**src/rtl/adc_trig_pkg.sv**
```systemverilog
// Package: shared sizing for the ADC trigger block.
// Assumes three compare sources and 5-bit offset/postscale fields.
package adc_trig_pkg;
    localparam int unsigned SRC_N  = 3;   // compare sources A, B, C
    localparam int unsigned CNT_W  = 5;   // offset / postscale field width
    localparam int unsigned TRIG_N = 2;   // trigger outputs

    typedef logic [SRC_N-1:0] src_vec_t;
    typedef logic [CNT_W-1:0] cnt_t;
endpackage

```
**src/rtl/evt_qualify.sv**
```systemverilog
// Module: evt_qualify
// Purpose: reduces a masked compare-event vector to a single qualifying
// strobe. Assumes the events are single-cycle pulses from one clock domain.
module evt_qualify #(
    parameter int unsigned N = 3
) (
    input  logic [N-1:0] evt,
    input  logic [N-1:0] en,
    output logic         hit
);
    // Any enabled event qualifies; coincident events merge into one.
    always_comb begin
        hit = |(evt & en);
    end
endmodule

```
**src/rtl/offset_postscaler.sv**
```systemverilog
// Module: offset_postscaler
// Purpose: discards the first OFFSET qualifying events after a clear, then
// fires on the next one and on every (POST+1)-th one after it.
// Assumes a synchronous clear and fields held stable during a sequence.
// The fire output is combinational and is registered by the caller.
module offset_postscaler #(
    parameter int unsigned W = 5
) (
    input  logic         clk,
    input  logic         rst_n,
    input  logic         clear,
    input  logic         hit,
    input  logic [W-1:0] offset,
    input  logic [W-1:0] post,
    output logic         fire
);
    logic [W-1:0] skip_cnt;
    logic [W-1:0] div_cnt;
    logic         armed;

    // Offset is used up once the skipped-event count reaches the offset.
    always_comb begin
        armed = (skip_cnt >= offset);
    end

    // Fire on an armed event that lands on a postscale phase of zero.
    always_comb begin
        fire = hit && !clear && armed && (div_cnt == '0);
    end

    // Advance the skip counter, then the postscale phase, on qualifying events.
    always_ff @(posedge clk) begin
        if (!rst_n || clear) begin
            skip_cnt <= '0;
            div_cnt  <= '0;
        end else if (hit) begin
            if (!armed) begin
                skip_cnt <= skip_cnt + 1'b1;
            end else if (div_cnt >= post) begin
                div_cnt <= '0;
            end else begin
                div_cnt <= div_cnt + 1'b1;
            end
        end
    end
endmodule

```
**src/rtl/pulse_reg.sv**
```systemverilog
// Module: pulse_reg
// Purpose: registers a vector of trigger strobes into one-cycle output pulses.
// Assumes strobes are already single-cycle.
module pulse_reg #(
    parameter int unsigned N = 2
) (
    input  logic         clk,
    input  logic         rst_n,
    input  logic [N-1:0] d,
    output logic [N-1:0] q
);
    // Capture strobes; reset forces the outputs low.
    always_ff @(posedge clk) begin
        if (!rst_n) begin
            q <= '0;
        end else begin
            q <= d;
        end
    end
endmodule

```
**src/rtl/adc_trig_postscale.sv**
```systemverilog
// Module: adc_trig_postscale (top)
// Purpose: produces two ADC trigger pulses from compare events A/B/C.
// Trigger 1 goes through an offset and a postscaler; trigger 2 is the plain
// masked OR. Assumes the configuration inputs come from registers that
// reset to zero and change only between restart-delimited sequences.
module adc_trig_postscale
    import adc_trig_pkg::*;
(
    input  logic             clk,
    input  logic             rst_n,
    input  logic             restart,
    input  logic             evt_a,
    input  logic             evt_b,
    input  logic             evt_c,
    input  logic [SRC_N-1:0] t1_src_en,
    input  logic [CNT_W-1:0] t1_offset,
    input  logic [CNT_W-1:0] t1_post,
    input  logic [SRC_N-1:0] t2_src_en,
    output logic             trig1,
    output logic             trig2
);
    src_vec_t              evt_vec;
    src_vec_t              mask [TRIG_N];
    logic     [TRIG_N-1:0] hit;
    logic                  t1_fire;
    logic     [TRIG_N-1:0] strobe;
    logic     [TRIG_N-1:0] pulse;

    // Gather the compare events and per-trigger masks.
    always_comb begin
        evt_vec = {evt_c, evt_b, evt_a};
        mask[0] = t1_src_en;
        mask[1] = t2_src_en;
    end

    // One qualifier per trigger output.
    for (genvar i = 0; i < TRIG_N; i++) begin : g_qual
        evt_qualify #(.N(SRC_N)) u_qual (
            .evt (evt_vec),
            .en  (mask[i]),
            .hit (hit[i])
        );
    end

    offset_postscaler #(.W(CNT_W)) u_t1_div (
        .clk    (clk),
        .rst_n  (rst_n),
        .clear  (restart),
        .hit    (hit[0]),
        .offset (t1_offset),
        .post   (t1_post),
        .fire   (t1_fire)
    );

    // Trigger 1 goes through the divider; trigger 2 passes straight.
    always_comb begin
        strobe[0] = t1_fire;
        strobe[1] = hit[1];
    end

    pulse_reg #(.N(TRIG_N)) u_out (
        .clk   (clk),
        .rst_n (rst_n),
        .d     (strobe),
        .q     (pulse)
    );

    // Drive the ports from the registered pulses.
    always_comb begin
        trig1 = pulse[0];
        trig2 = pulse[1];
    end
endmodule

```
**config.mk**
```make
export PLATFORM = sky130hd
export DESIGN_NAME = adc_trig_postscale
export DESIGN_NICKNAME = d
export VERILOG_FILES = /design/src/rtl/adc_trig_pkg.sv /design/src/rtl/evt_qualify.sv /design/src/rtl/offset_postscaler.sv /design/src/rtl/pulse_reg.sv /design/src/rtl/adc_trig_postscale.sv
export SDC_FILE = /design/constraint.sdc
export NUM_CORES = 1
export LEC_CHECK = 0
export BUFFER_PORTS_ARGS = -buffer_cell sky130_fd_sc_hd__buf_2
export CORE_UTILIZATION = 50
export CTS_BUF_LIST = sky130_fd_sc_hd__clkbuf_16
export DETAILED_ROUTE_END_ITERATION = 7
export PLACE_DENSITY = 0.76
export SYNTH_ARGS = -nofsm -noshare
export SYNTH_HDL_FRONTEND = slang
export SYNTH_HIERARCHICAL = 1
export SYNTH_SLANG_ARGS = --single-unit
```
**constraint.sdc**
```tcl
create_clock -name clk -period 5.8 [get_ports clk]
set_clock_uncertainty 0.05 [all_clocks]
set_input_delay 1.74 -clock clk [delete_from_list [all_inputs] [get_ports clk]]
set_output_delay 1.74 -clock clk [all_outputs]
set_load 0.005 [all_outputs]
```
==> results of run 1 <==
[area by class of cell]
class | instances | area, um^2
Inverter | 16 | 60.1
Multi-Input combinational cell | 75 | 619
Clock inverter | 1 | 3.75
Tap cell | 25 | 31.3
Clock buffer | 3 | 75.1
Fill cell | 149 | 582
Sequential cell | 12 | 240
Timing Repair Buffer | 23 | 115
[placed cells by master (no fill, tap or decap)]
cell and instances:
o211ai_2 1, nand2b_4 1, and3_1 2, clkbuf_16 3, nor2b_4 1, a21o_1 1
a32oi_1 2, a222oi_1 2, a31oi_4 1, a21oi_1 5, a41oi_4 1, o31ai_1 1
o211ai_1 2, nor2b_1 2, nand2b_1 1, inv_1 16, buf_2 23, nand4_1 1
o21ai_0 1, clkinv_1 1, a21boi_2 1, nor2_1 6, o21ai_2 1, and3_2 1
o41ai_2 2, nor4_1 1, nand2_1 8, ha_1 13, o21bai_1 1, nand3_1 8
or3_1 1, nor3b_2 1, dfxtp_1 12, and2_1 2, xnor2_1 4
[kinds of logic (layout without fill, tap and decap cells)]
| logic type | after synthesis | count (layout) |
|---|---|---|
| xor+xnor | 4 | 4 |
| buf+inv | 18 | 43 |
| fa+ha+maj | 13 | 13 |
| simple gates | 36 | 36 |
| compound gates | 22 | 22 |
| flops | 12 | 12 |
[worst min-delay path: stages (launching register included)]
cell,delay (ns)
dfxtp_1,0.33
nand3_1,0.07
a21oi_1,0.06
[worst paths after layout]
kind                            depth (start not counted)  slack, ns                    to                  from
worst min-delay path                                    2       0.48  u_t1_div/skip_cnt[1]  u_t1_div/skip_cnt[1]
worst min register to register                          2       0.48  u_t1_div/skip_cnt[1]  u_t1_div/skip_cnt[1]
worst max-delay path                                    8       2.67   u_t1_div/div_cnt[4]          t1_offset[2]
worst max register to register                          6       3.93   u_t1_div/div_cnt[4]  u_t1_div/skip_cnt[2]
[per-stage QoR]
step	hold slack (ns)	worst slack [ns]	std cells
after global placement	0.456	2.52	151
after CTS	0.481	2.67	155
after global routing	0.498	2.59	155
after detailed placement	0.476	2.43	151
after floorplan	0.431	2.68	105
final	0.477	2.67	155
[flip-flops by register name, summed over array words and instances, names as in the netlist]
| signal | cells |
|---|---|
| u_t1_div/skip_cnt | 5 |
| u_out/q | 2 |
| u_t1_div/div_cnt | 5 |
[power breakdown]
group	internal [mW]	total, mW	leakage, nW	switching (mW)
Sequential	0.0844	0.0857	0.0972	0.00127
Combinational	0.0158	0.0341	0.423	0.0183
Clock	0.0905	0.124	0.0385	0.0332
[routing by layer]
layer  global-route usage (%)  wire (um)  vias up
met5                        0          0        -
met4                     10.3         29        0
met3                     8.00        111        4
met2                     34.5        860       22
met1                     21.4        812      362
li1                         -          -      424
==> impl_metrics.toml, run 1 <==
[clock_tree]
cts_made_buffers = 3
ctsResizeCount = 0
cts_setup_buffers = 0
cts_tree = "done"
clock-sinks = 12
clkLatencyLatePin_ns = 0.24
clockBufferDepth = 2
cts_max_level = 1
clock_tree.root_cell = "clkbuf_16"
ctsHoldBuffers = 0
clkTransAtPathRegs_ns = 0.04

[synthesis]
synth_cells = 105
synthMuxAreaShare_pct = 0
synth_top_family_by_area = "compound AO/OA/AOI/OAI gates"
yosysTopAreaCellShare_pct = 25.9
ys_seq_area_share_pct = 25.9
synth-simple-area-share_pct = 21.9
syn_area_um2 = 927
yosys.area_share.adder_pct = 17.5
synth_edf_count = 0
yosys.area.top_type = "dfxtp_1"
synth-seq-cells = 12
ys_async_sr_fraction_pct = 0
yosys_warnings = 6
synth_compound_area_share_pct = 23.6
synthXorXnorAreaFrac_pct = 3.78
synth_most_common_cell = "inv_1"
netlist_top_cells_count = "inv_1, ha_1, dfxtp_1"
synth.area.top_cells = "dfxtp_1, ha_1, inv_1"
avgSynthCellArea_um2 = 8.83
synth_ff_type = "dfxtp_1"
synth_cell_types = 33
syn-num-nets = 140

[worst_setup_path]
path_cells = "buf_2, inv_1, ha_1, a21oi_1, o21ai_2, a41oi_4, nand2b_4, o211ai_1"
critical_path_arrival_ns = 3.19
crit_path_end_kind = "register"
slowest_stage = "a41oi_4"
crit_fanout = 7
cpPeakStageDelay_ns = 0.32
worstSetupStartpointType = "input port"
cp_top_family = "compound AO/OA/AOI/OAI gates"
worst-endpoint-required_ns = 5.86
path_class = "in -> reg"
cp_num_buf_inv = 2

[route]
routed_wl_um = 1810
wl_per_cell_um = 11.7
vias_per_cell = 5.24
post-route-drc-count = 0
drtIter0Drc = 14
drt_pass1_iterations = 4
antenna_left = 0
vias = 812

[floorplan]
dieWidth_um = 45.1
pin_count = 24
die-height_um = 45.1
start_util_pct = 53.7
rows = 15
coreArea_um2 = 1730
dieArea_um2 = 2030

[place]
dp_hpwl_um = 1420
port_buffers = 23
place.gp.congestion = 0.780
dpl_cell_area_um2 = 1070

[layout]
num_antenna_cells = 0
design_area_um2 = 1140
fin_util_pct = 66.3
nNetsFinal = 166
area_delta_synth_final_pct = 23.5
layout-drive-gt1-share_pct = 28.5

[global_routing]
overflow = 0
grt_pass1_wl_um = 2890
grt_start_max_net_pins = 10
grt_use_total_pct = 20.2
grt_pass1_vias = 731
antenna_found_initial = 0

[hold_path]
hp-class = "reg -> reg"

[sta]
fin_crit_sh_pct = 53.9
fin_tns_setup_ns = 0
setup_viol_count_final = 0
period_minus_slack_ns = 3.13
relSlewSlack_pct = 64.9
worst_pin_slew_ns = 0.525
finalHoldViolCount = 0
rsz0062_at_grt = "false"
drv_slew = 0
max_freq_mhz = 320

[power]
power.leakage_nw = 0.558
power_density_nw_per_um2 = 213
total_power_uw = 243
peakVddDrop_uv = 169

[run_status]
status = "finished, final reports clean"

[job]
maxCapViolCount = 0
Power figures use the tool's default switching activity.
==> run 2, diff against run 1 <==
==> constraint.sdc (replaced) <==
create_clock -name clk -period 3.2 [get_ports clk]
set_clock_uncertainty 0.05 [all_clocks]
set_input_delay 0.96 -clock clk [delete_from_list [all_inputs] [get_ports clk]]
set_output_delay 0.96 -clock clk [all_outputs]
set_load 0.005 [all_outputs]
==> run 2 against run 1 <==
Effect of this change:
- first-iteration DRC count grew 64%
- die area is the same
- combinational power grew 82%
- sequential power grew 81%
- core utilization is the same
- global-route usage is the same
- largest power group unchanged
==> impl_metrics.toml, run 2 (synthesis gave the netlist of run 1 again) <==
[hold_path]
hp-class = "reg -> reg"
worstHoldStart = "u_t1_div/skip_cnt[1]"
min_delay_worst_endpoint = "u_t1_div/skip_cnt[1]"
whs_path_depth = 2

[floorplan]
coreArea_um2 = 1730
dieWidth_um = 45.1
pin_count = 24
start_util_pct = 53.7
rows = 15
die-height_um = 45.1
dieArea_um2 = 2030

[sta]
finalHoldViolCount = 0
rsz0062_at_grt = "false"
drv_slew = 0
fin_crit_sh_pct = 74.4
worst_pin_slew_ns = 0.549
setup_viol_count_final = 0
max_freq_mhz = 420
fin_tns_setup_ns = 0
relSlewSlack_pct = 63.3
period_minus_slack_ns = 2.38

[layout]
design_area_um2 = 1140
area_delta_synth_final_pct = 23.5
reg.largest.list = "u_t1_div/div_cnt (5), u_t1_div/skip_cnt (5), u_out/q (2)"
num_antenna_cells = 0
layout_common_cells = "buf_2, inv_1, ha_1"
nFillCells = 148
final_common_cell = "buf_2"
layout-drive-gt1-share_pct = 28.5
nNetsFinal = 166
multi_input_area_um2 = 619
regArea_um2 = 240

[power]
peakVddDrop_uv = 339
p_int_uw = 346
p_comb_share_pct = 14.1
total_power_uw = 441
power.leakage_nw = 0.558
clockPowerShare_pct = 50.7
power_frac_seq_pct = 35.2
power_density_nw_per_um2 = 385
power.switching_uw = 95.6
p_sw_share_pct = 21.7

[run_status]
status = "finished, final reports clean"

[clock_tree]
cts_setup_buffers = 0
cts_made_buffers = 3
clkTransAtPathRegs_ns = 0.04
cts_max_level = 1
clockBufferDepth = 2
clock-sinks = 12
ctsResizeCount = 0
clkLatencyLatePin_ns = 0.24
ctsHoldBuffers = 0
clock_tree.root_cell = "clkbuf_16"
cts_tree = "done"

[worst_setup_path]
crit_fanout = 7
ff2ff_setup_slack_ns = 1.29
rr_endpoint = "u_t1_div/div_cnt[4]"
reg2reg_depth = 6
worst-endpoint-required_ns = 3.26
worstReg2RegStart = "u_t1_div/skip_cnt[2]"
path_class = "in -> reg"
worstSetupStartpointType = "input port"
crit_path_end_kind = "register"
critical_path_arrival_ns = 2.44

[route]
wl_per_cell_um = 11.9
vias = 830
routed_wl_um = 1840
drt_pass1_iterations = 4
post-route-drc-count = 0
drtIter0Drc = 23
antenna_left = 0
vias_per_cell = 5.35

[place]
port_buffers = 23
dpl_cell_area_um2 = 1070
place.gp.congestion = 0.780
dp_hpwl_um = 1410

[global_routing]
grt_use_total_pct = 20.2
grt_start_max_net_pins = 10
grt_pass1_vias = 727
antenna_found_initial = 0
grt_pass1_wl_um = 2960
overflow = 0

[job]
maxCapViolCount = 0
-- run 2: how the worst max path moves through the flow --
stage,from,to,cells past startpoint
2_1_floorplan,t1_offset[2],u_t1_div/div_cnt[4],7
4_1_cts,t1_offset[2],u_t1_div/div_cnt[4],8
5_1_grt,t1_offset[2],u_t1_div/div_cnt[4],8
3_5_place_dp,t1_offset[2],u_t1_div/div_cnt[4],8
3_3_place_gp,t1_offset[2],u_t1_div/div_cnt[4],8
6_report,t1_offset[2],u_t1_div/div_cnt[4],8
-- run 2: power by group through the flow --
stage               logic, mW  clock network [mW]  registers, mW
floorplan              0.0408                   0          0.158
global placement       0.0589                   0          0.158
detailed placement     0.0616                   0          0.158
CTS                    0.0622               0.230          0.155
global route           0.0688               0.238          0.156
finish                 0.0621               0.224          0.155
-- run 2: critical path, cell delays in order --
cell and delay (ns):
buf_2 0.07, inv_1 0.03, ha_1 0.30, a21oi_1 0.28, o21ai_2 0.12, a41oi_4 0.34, nand2b_4 0.23, o211ai_1 0.11
-- run 2: area by class of cell --
cell class                      instances  share of cell area [%]
Sequential cell                        12                    21.0
Inverter                               16                    5.25
Multi-Input combinational cell         75                    54.1
Clock buffer                            3                    6.56
Tap cell                               25                    2.73
Timing Repair Buffer                   23                    10.1
Clock inverter                          1                   0.328
-- run 2: routing by layer --
metal | wire, um | track usage [%]
met1 | 837 | 21.7
met2 | 880 | 36.5
met3 | 109 | 6.40
met4 | 11 | 7.88
met5 | 0 | 0
-- run 2: stage by stage --
stage               hold WS, ns  instances  utilization (%)  worst slack [ns]
floorplan                 0.431        105                -             0.860
global placement          0.456        151             61.7             0.699
detailed placement        0.475        151             61.7             0.618
CTS                       0.481        155             66.3             0.841
global route              0.498        155             66.3             0.744
finish                    0.483        155             66.3             0.820
